$ cat src/rtl/ctl_stage_pkg.sv
package ctl_stage_pkg;
  typedef enum logic [2:0] {
    ST_IDLE    = 3'b000,
    ST_RD_DATA = 3'b001,
    ST_RD_STAT = 3'b010,
    ST_WR_DATA = 3'b011,
    ST_WR_STAT = 3'b100,
    ST_ND_STAT = 3'b101,
    ST_SEQ_ERR = 3'b110,
    ST_UNUSED  = 3'b111
  } stage_e;

  localparam int NCAUSE    = 5;
  localparam int CI_SETUP  = 0;
  localparam int CI_WSTAT  = 1;
  localparam int CI_RSTAT  = 2;
  localparam int CI_END    = 3;
  localparam int CI_SEQERR = 4;
endpackage

$ cat src/rtl/ctl_req_capture.sv
module ctl_req_capture #(
  parameter int WORD_W = 16,
  parameter int NWORDS = 4,
  localparam int REQ_W = WORD_W * NWORDS
) (
  input  logic             clk,
  input  logic             rst_n,
  input  logic             cap_en,
  input  logic [REQ_W-1:0] cap_data,
  input  logic             seen_clr,
  output logic [REQ_W-1:0] words,
  output logic             seen
);
  genvar gi;
  generate
    for (gi = 0; gi < NWORDS; gi++) begin : g_word
      logic [WORD_W-1:0] word_q;
      always_ff @(posedge clk or negedge rst_n) begin
        if (!rst_n) begin
          word_q <= '0;
        end else if (cap_en) begin
          word_q <= cap_data[gi*WORD_W +: WORD_W];
        end
      end
      assign words[gi*WORD_W +: WORD_W] = word_q;
    end
  endgenerate

  logic seen_d;
  always_comb begin
    seen_d = seen;
    if (seen_clr) seen_d = 1'b0;
    if (cap_en)   seen_d = 1'b1;
  end

  always_ff @(posedge clk or negedge rst_n) begin
    if (!rst_n) seen <= 1'b0;
    else        seen <= seen_d;
  end
endmodule

$ cat src/rtl/ctl_stage_fsm.sv
module ctl_stage_fsm
  import ctl_stage_pkg::*;
(
  input  logic              clk,
  input  logic              rst_n,
  input  logic              setup_evt,
  input  logic              dir_rd,
  input  logic              len_nz,
  input  logic              in_tok,
  input  logic              out_tok,
  input  logic              hs_done,
  input  logic              sw_we,
  input  logic [2:0]        sw_stage,
  output stage_e            stage,
  output logic [NCAUSE-1:0] cause_set
);
  stage_e nxt;

  always_comb begin
    nxt       = stage;
    cause_set = '0;
    if (setup_evt) begin
      cause_set[CI_SETUP] = 1'b1;
      if (dir_rd) begin
        nxt = ST_RD_DATA;
      end else if (len_nz) begin
        nxt = ST_WR_DATA;
      end else begin
        nxt = ST_ND_STAT;
        cause_set[CI_WSTAT] = 1'b1;
      end
    end else if (sw_we) begin
      if (sw_stage != 3'b111) nxt = stage_e'(sw_stage);
    end else begin
      case (stage)
        ST_IDLE: begin
          if (in_tok || out_tok) begin
            nxt = ST_SEQ_ERR;
            cause_set[CI_SEQERR] = 1'b1;
          end
        end
        ST_RD_DATA: begin
          if (out_tok) begin
            nxt = ST_RD_STAT;
            cause_set[CI_RSTAT] = 1'b1;
          end
        end
        ST_RD_STAT: begin
          if (in_tok) begin
            nxt = ST_SEQ_ERR;
            cause_set[CI_SEQERR] = 1'b1;
          end else if (hs_done) begin
            nxt = ST_IDLE;
            cause_set[CI_END] = 1'b1;
          end
        end
        ST_WR_DATA: begin
          if (in_tok) begin
            nxt = ST_WR_STAT;
            cause_set[CI_WSTAT] = 1'b1;
          end
        end
        ST_WR_STAT, ST_ND_STAT: begin
          if (out_tok) begin
            nxt = ST_SEQ_ERR;
            cause_set[CI_SEQERR] = 1'b1;
          end else if (hs_done) begin
            nxt = ST_IDLE;
            cause_set[CI_END] = 1'b1;
          end
        end
        ST_SEQ_ERR: nxt = ST_SEQ_ERR;
        default:    nxt = ST_IDLE;
      endcase
    end
  end

  always_ff @(posedge clk or negedge rst_n) begin
    if (!rst_n) stage <= ST_IDLE;
    else        stage <= nxt;
  end
endmodule

$ cat src/rtl/ctl_cause_regs.sv
module ctl_cause_regs
  import ctl_stage_pkg::*;
(
  input  logic              clk,
  input  logic              rst_n,
  input  logic [NCAUSE-1:0] cause_set,
  input  logic [NCAUSE-1:0] cause_clr,
  input  logic [NCAUSE-2:0] int_en,
  output logic [NCAUSE-1:0] flags,
  output logic              irq
);
  logic [NCAUSE-1:0] en_full;
  assign en_full = {int_en, 1'b1};

  genvar gi;
  generate
    for (gi = 0; gi < NCAUSE; gi++) begin : g_flag
      logic flag_d;
      always_comb begin
        flag_d = flags[gi];
        if (cause_clr[gi]) flag_d = 1'b0;
        if (cause_set[gi]) flag_d = 1'b1;
      end
      always_ff @(posedge clk or negedge rst_n) begin
        if (!rst_n) flags[gi] <= 1'b0;
        else        flags[gi] <= flag_d;
      end
    end
  endgenerate

  assign irq = |(flags & en_full);
endmodule

$ cat src/rtl/ctl_stage_seq.sv
module ctl_stage_seq
  import ctl_stage_pkg::*;
#(
  parameter int WORD_W  = 16,
  parameter int NWORDS  = 4,
  parameter int DIR_BIT = 7,
  localparam int REQ_W  = WORD_W * NWORDS,
  localparam int LEN_LO = WORD_W * (NWORDS - 1)
) (
  input  logic              clk,
  input  logic              rst_n,
  input  logic              setup_evt,
  input  logic [REQ_W-1:0]  setup_data,
  input  logic              in_tok,
  input  logic              out_tok,
  input  logic              hs_done,
  input  logic              sw_mode,
  input  logic              sw_stage_we,
  input  logic [2:0]        sw_stage,
  input  logic [NCAUSE-2:0] int_en,
  input  logic [NCAUSE-1:0] cause_clr,
  input  logic              seen_clr,
  output logic [2:0]        stage,
  output logic [REQ_W-1:0]  req_words,
  output logic              setup_seen,
  output logic [NCAUSE-1:0] cause_flags,
  output logic              irq
);
  stage_e            stage_q;
  logic [NCAUSE-1:0] cause_set;
  logic              sw_we;
  logic              dir_rd;
  logic              len_nz;

  assign sw_we  = sw_mode & sw_stage_we;
  assign dir_rd = setup_data[DIR_BIT];
  assign len_nz = |setup_data[LEN_LO +: WORD_W];

  ctl_req_capture #(.WORD_W(WORD_W), .NWORDS(NWORDS)) u_cap (
    .clk      (clk),
    .rst_n    (rst_n),
    .cap_en   (setup_evt),
    .cap_data (setup_data),
    .seen_clr (seen_clr),
    .words    (req_words),
    .seen     (setup_seen)
  );

  ctl_stage_fsm u_fsm (
    .clk       (clk),
    .rst_n     (rst_n),
    .setup_evt (setup_evt),
    .dir_rd    (dir_rd),
    .len_nz    (len_nz),
    .in_tok    (in_tok),
    .out_tok   (out_tok),
    .hs_done   (hs_done),
    .sw_we     (sw_we),
    .sw_stage  (sw_stage),
    .stage     (stage_q),
    .cause_set (cause_set)
  );

  ctl_cause_regs u_cause (
    .clk       (clk),
    .rst_n     (rst_n),
    .cause_set (cause_set),
    .cause_clr (cause_clr),
    .int_en    (int_en),
    .flags     (cause_flags),
    .irq       (irq)
  );

  assign stage = stage_q;
endmodule

$ cat config.mk
export PLATFORM = sky130hd
export DESIGN_NAME = ctl_stage_seq
export DESIGN_NICKNAME = d
export VERILOG_FILES = /design/src/rtl/ctl_stage_pkg.sv /design/src/rtl/ctl_req_capture.sv /design/src/rtl/ctl_stage_fsm.sv /design/src/rtl/ctl_cause_regs.sv /design/src/rtl/ctl_stage_seq.sv
export SDC_FILE = /design/constraint.sdc
export NUM_CORES = 1
export LEC_CHECK = 0
export ABC_AREA = 1
export BUFFER_PORTS_ARGS = -buffer_cell sky130_fd_sc_hd__buf_2
export CAP_MARGIN = 20
export CORE_MARGIN = 10
export CORE_UTILIZATION = 41
export DETAILED_ROUTE_END_ITERATION = 12
export PLACE_DENSITY = 0.76
export SKIP_LAST_GASP = 1
export SYNTH_ARGS = -nofsm -noshare
export SYNTH_HDL_FRONTEND = slang
export SYNTH_SLANG_ARGS = --single-unit
export TNS_END_PERCENT = 50
$ cat constraint.sdc
create_clock -name clk -period 1.4 [get_ports clk]
set_clock_uncertainty 0.15 [all_clocks]
set_input_delay 0.07 -clock clk [delete_from_list [all_inputs] [get_ports clk]]
set_output_delay 0.07 -clock clk [all_outputs]
set_load 0.03 [all_outputs]
-- After elaboration in Yosys (flattened, before gate mapping)
Index checks and enable logic that the tools add are counted.
W data, S select, Z words.
- register bits after elaboration: 73
- input port bits: 85
- word-level logic and storage cells: 76
- eq/ne operators: 11
- multiplexer cells: 40
- bitwise gates (word level): 2
- reductions and logical operators: 12
- operators with widths (operator ; count):
    $mux W3 ; 12
    $mux W1 ; 24
    $pmux W3 S6 ; 1
    $reduce_or A16 Y1 ; 1
    $reduce_bool A2 Y1 ; 6
    $eq A3 B3 Y1 const B ; 3
    $ne A4 B4 Y1 const B ; 2
    $eq A3 B2 Y1 const B ; 2
    $and A5 B5 Y5 ; 1
    $reduce_or A5 Y1 ; 1
    $mux W4 ; 1
    $ne A4 B3 Y1 const B ; 1
    $reduce_and A4 Y1 ; 1
    $eq A3 B1 Y1 const B ; 1
    $logic_not A3 Y1 ; 1
    $ne A3 B2 Y1 const B ; 1
    $ne A3 B3 Y1 const B ; 1
    $pmux W1 S3 ; 1
    $pmux W1 S2 ; 1
    $reduce_or A2 Y1 ; 1
    $and A1 B1 Y1 ; 1
    $logic_or A1 B1 Y1 ; 1

-- Longest topological paths before layout
- depth after elaboration: 6
- depth in mapped cells: 10
- gate-level depth less buffers: 10

-- Hierarchy
From an unflattened synthesis, not the netlist that was laid out.
- cell total of the unflattened synthesis: 388
- area, all modules: 3200.6 um^2
- by module, submodules not included (module ; times used ; cells an instance ; area an instance (um^2) ; seq. area each (um^2)):
    ctl_req_capture ; 1 ; 275 ; 2514.9 ; 1626.6
    ctl_stage_fsm ; 1 ; 71 ; 402.9 ; 75.1
    ctl_cause_regs ; 1 ; 25 ; 219.0 ; 125.1
    ctl_stage_seq ; 1 ; 17 ; 63.8 ; 0.0

-- Worst setup path after synthesis
OpenSTA, ideal clock, no wires.
- kind: register to register
- start: reg u_fsm.stage[2]
- end: reg u_fsm.stage[2]
- library setup time: 121 ps
- data arrival time: 1250 ps
- required time: 1129 ps
- slack: -120 ps
- cell stages (with the launch flop): 11
- buffers on the path: 0
- period minus slack after synthesis: 1520 ps
- cell sequence: dfrtp_1 -> inv_2 -> nand2_2 -> nor2_1 -> nand3_2 -> nand2_1 -> inv_1 -> nand2_2 -> inv_2 -> nor2_1 -> a21oi_2
- longest elaborated chain between the ends: 5
- elaborated cells on any way between the ends: 18
- those cells by class: eq/ne (9); mux (6); reduce/logical (3)
- RTL lines (what ; RTL line ; source):
    start, declared ; ctl_stage_fsm.sv:14 ; output stage_e stage,
    start signal, assigned ; ctl_stage_fsm.sv:80 ; else stage <= nxt;
    $eq A3 B3 Y1 or $mux W3 (tied branches) ; n/a ;
    $reduce_or A2 Y1, or another cell as far along ; ctl_stage_fsm.sv:35 ; case (stage)
    $pmux W3 S6 ; ctl_stage_fsm.sv:35 ;
    $mux W3 ; ctl_stage_fsm.sv:32 ; end else if (sw_we) begin
    $mux W3 ; ctl_stage_fsm.sv:22 ; if (setup_evt) begin
Several ways; a longest one is shown, not always the timed one.
A chain may end at the register's enable or synchronous reset.

-- Worst setup path in the final report
- start: reg u_fsm.stage[1]
- end: reg u_fsm.stage[1]
The elaborated chain is that of the path after synthesis.

==> reports/results.ini <==
[setup_path]
crit_type=reg2reg
end_kind=register
regToRegEndpoint=u_fsm.stage[1]
reg2regPathDepth=8
crit_path_max_fanout=6
reg2reg_from=u_fsm.stage[1]
start_kind=register
cp.arrival_ps=1580
r2r_slack_ps=-100
required_ps=1480

[cells_and_area]
nets=719
fin_util_pct=70.8
area_growth_syn_to_layout_pct=66.6
layout-drive-gt1-share_pct=34.0
finalNonFillerCells=739

[drt]
wire_per_inst_um=15.1
ant_nets=0
drt_iter0_markers=128
drc=0
vias=3393
drt-total-wl_um=11200
via_per_inst=4.59
firstDrtPassIters=4

[cts]
clk_latency_ps=340
root_buffer=clkbuf_8
cts.sinks=73
h-tree-depth=3
cts_buffer_depth=2
clkTransAtPathRegs_ps=80
cts_tree=yes
numCtsBuffers=9

[global_routing]
grt_max_degree=45
gr-total-overflow=0
grt_pass1_vias=3584
grt_use_total_pct=18.7
grt_pass1_wl_um=17400
antenna_found_initial=0

[sta]
fin_ws_ps=-102
finalHoldViolations=1
tightest_slew_ps=494
finalCriticalPeriod_ps=1500
finalCritPeriodShare_pct=107
rsz0062_at_grt=true
whs_ps=-3.95
maxSlewHeadroom_pct=67.0
setup_viol=6
fmax_ghz=0.666
slew_violations=0
fin_tns_setup_ps=-327

[status]
status=finished, violations left
failed_checks=negative hold slack, negative setup slack

[die]
ioPinCount=159
fp.dieH_um=107
die_x_um=107
core_mm2=0.00729
initial_core_util_pct=42.5
dieArea_mm2=0.0114
num_rows=31

[power]
power.density_mw_per_mm2=1150
vdd_drop_max_uv=602
cellLeakagePower_nw=2.85

[worst_hold_path]
hold-path-endpoint=u_cause.flags[3]
hp-start=out_tok
hold_class=in2reg
hold_path_depth=4

[placement]
hpwlAfterDp_um=7040
dp.cells=635
gp_congestion=0.933
portBuffers=158
place_ws_ps=-62.5

[yosys]
synth_nets=469
synth_cells=384
syn_area_mm2=0.00310
seq_area_frac_synth_pct=59.0
ys_seq_elements=73
synth.distinct_cells=23
syn_area_per_cell_um2=8.06
yosys_warnings=0

[run]
drv_cap=0

==> cells in the final DEF (no fill, tap or decap), drive strengths merged, types with 2 or more instances in the layout <==
cell type,netlist,final
clkbuf,6,12
dlygate4sd3,0,81
nor2,29,29
a21oi,5,5
dfrtp,73,73
nand3,11,11
nand2,211,211
clkinv,0,4
nand4,2,2
o21ai,10,10
inv,23,23
buf,9,173
==> area by class of cell <==
type | instances | area [um2]
repair buffers | 254 | 1750
multi-input cells | 273 | 1210
clock inverters | 4 | 20.0
well taps | 99 | 124
flip-flops and latches | 73 | 1830
clock buffers | 12 | 135
fillers | 567 | 2130
diodes | 1 | 2.50
inverters | 23 | 91.3
==> synth_stat cells <==
master	count	area (um2)
clkbuf_1	6	22.5
a21oi_1	4	20.0
buf_6	1	11.3
o221ai_1	1	8.76
inv_2	5	18.8
nand3_2	1	10.0
nand2_2	2	12.5
nor2_1	27	101
nor4_1	1	6.26
inv_1	18	67.6
o21ai_0	9	45.0
nand2_1	208	781
nor2_2	2	12.5
nand3_1	10	50.1
nor3_2	1	10.0
o22ai_1	1	6.26
a21oi_2	1	8.76
o32ai_1	1	8.76
o21ai_1	1	5.00
nand2_4	1	11.3
nand4_1	2	12.5
dfrtp_1	73	1830
buf_2	8	40.0
==> power by group <==
| part | switching [mW] | leakage, nW | internal, mW |
|---|---|---|---|
| clock | 0.752 | 0.0839 | 0.634 |
| combinational | 1.26 | 1.88 | 0.791 |
| sequential | 0.176 | 0.887 | 2.33 |
==> cells by family (layout without fill, tap and decap cells) <==
kind of cell | Yosys count | in the layout | synth area share, %
other | 0 | 1 | 0
AND/OR/NAND/NOR | 255 | 255 | 32.5
flip-flops | 73 | 73 | 59.0
AO/OA/AOI/OAI | 18 | 18 | 3.31
buffers and inverters | 38 | 293 | 5.17
==> metal layers <==
layer  part of all wire, %  track usage, %
met5                     0               0
met4                   1.5            7.16
met3                   7.5            5.87
met2                    52            33.4
met1                    39            20.2
==> worst max-delay path by stage <==
| stage | start | to | slack (ps) | cells after the start |
|---|---|---|---|---|
| finish | u_fsm.stage[1] | u_fsm.stage[1] | -100 | 8 |
| global route | u_fsm.stage[1] | u_fsm.stage[1] | -180 | 8 |
| CTS | u_fsm.stage[1] | u_fsm.stage[2] | -30 | 8 |
| detailed placement | u_fsm.stage[1] | u_fsm.stage[2] | -60 | 8 |
| global placement | u_fsm.stage[0] | u_fsm.stage[2] | 20 | 9 |
| floorplan | u_fsm.stage[2] | u_fsm.stage[2] | -30 | 10 |
==> worst max-delay path, cell delays in order, from the launching register on <==
cell,delay (ps)
dfrtp_2,490
nor2_4,120
nand2_2,90
nor3_4,200
nor2_2,50
nand2_2,80
inv_2,60
nor2_2,100
a21oi_2,40
==> metrics by stage <==
| step | total power [mW] | cell area, um2 |
|---|---|---|
| 2_1_floorplan | 3.45 | 3100 |
| 3_3_place_gp | 4.00 | 4030 |
| 3_5_place_dp | 4.04 | 4030 |
| 4_1_cts | 5.65 | 5020 |
| 5_1_grt | 6.26 | 5160 |
| 6_report | 5.94 | 5160 |
==> what timing repair did <==
| action | in CTS | in global routing |
|---|---|---|
| pin swaps | 1 | 4 |
| resized for setup | 4 | 25 |
| endpoints found under the setup margin | 3 | 5 |
| setup buffers | 3 | 3 |
| gates cloned | 0 | 0 |
| hold buffers | 81 | 0 |
| hold endpoints to repair | 146 | 0 |
==> state kept, by name (all words and copies together) (netlist names) <==
register,flops
u_fsm.stage,3
u_cause.flags,5
u_cap.g_word.word_q,64
u_cap.seen,1
Note: power is estimated with default switching activity, not from simulation.
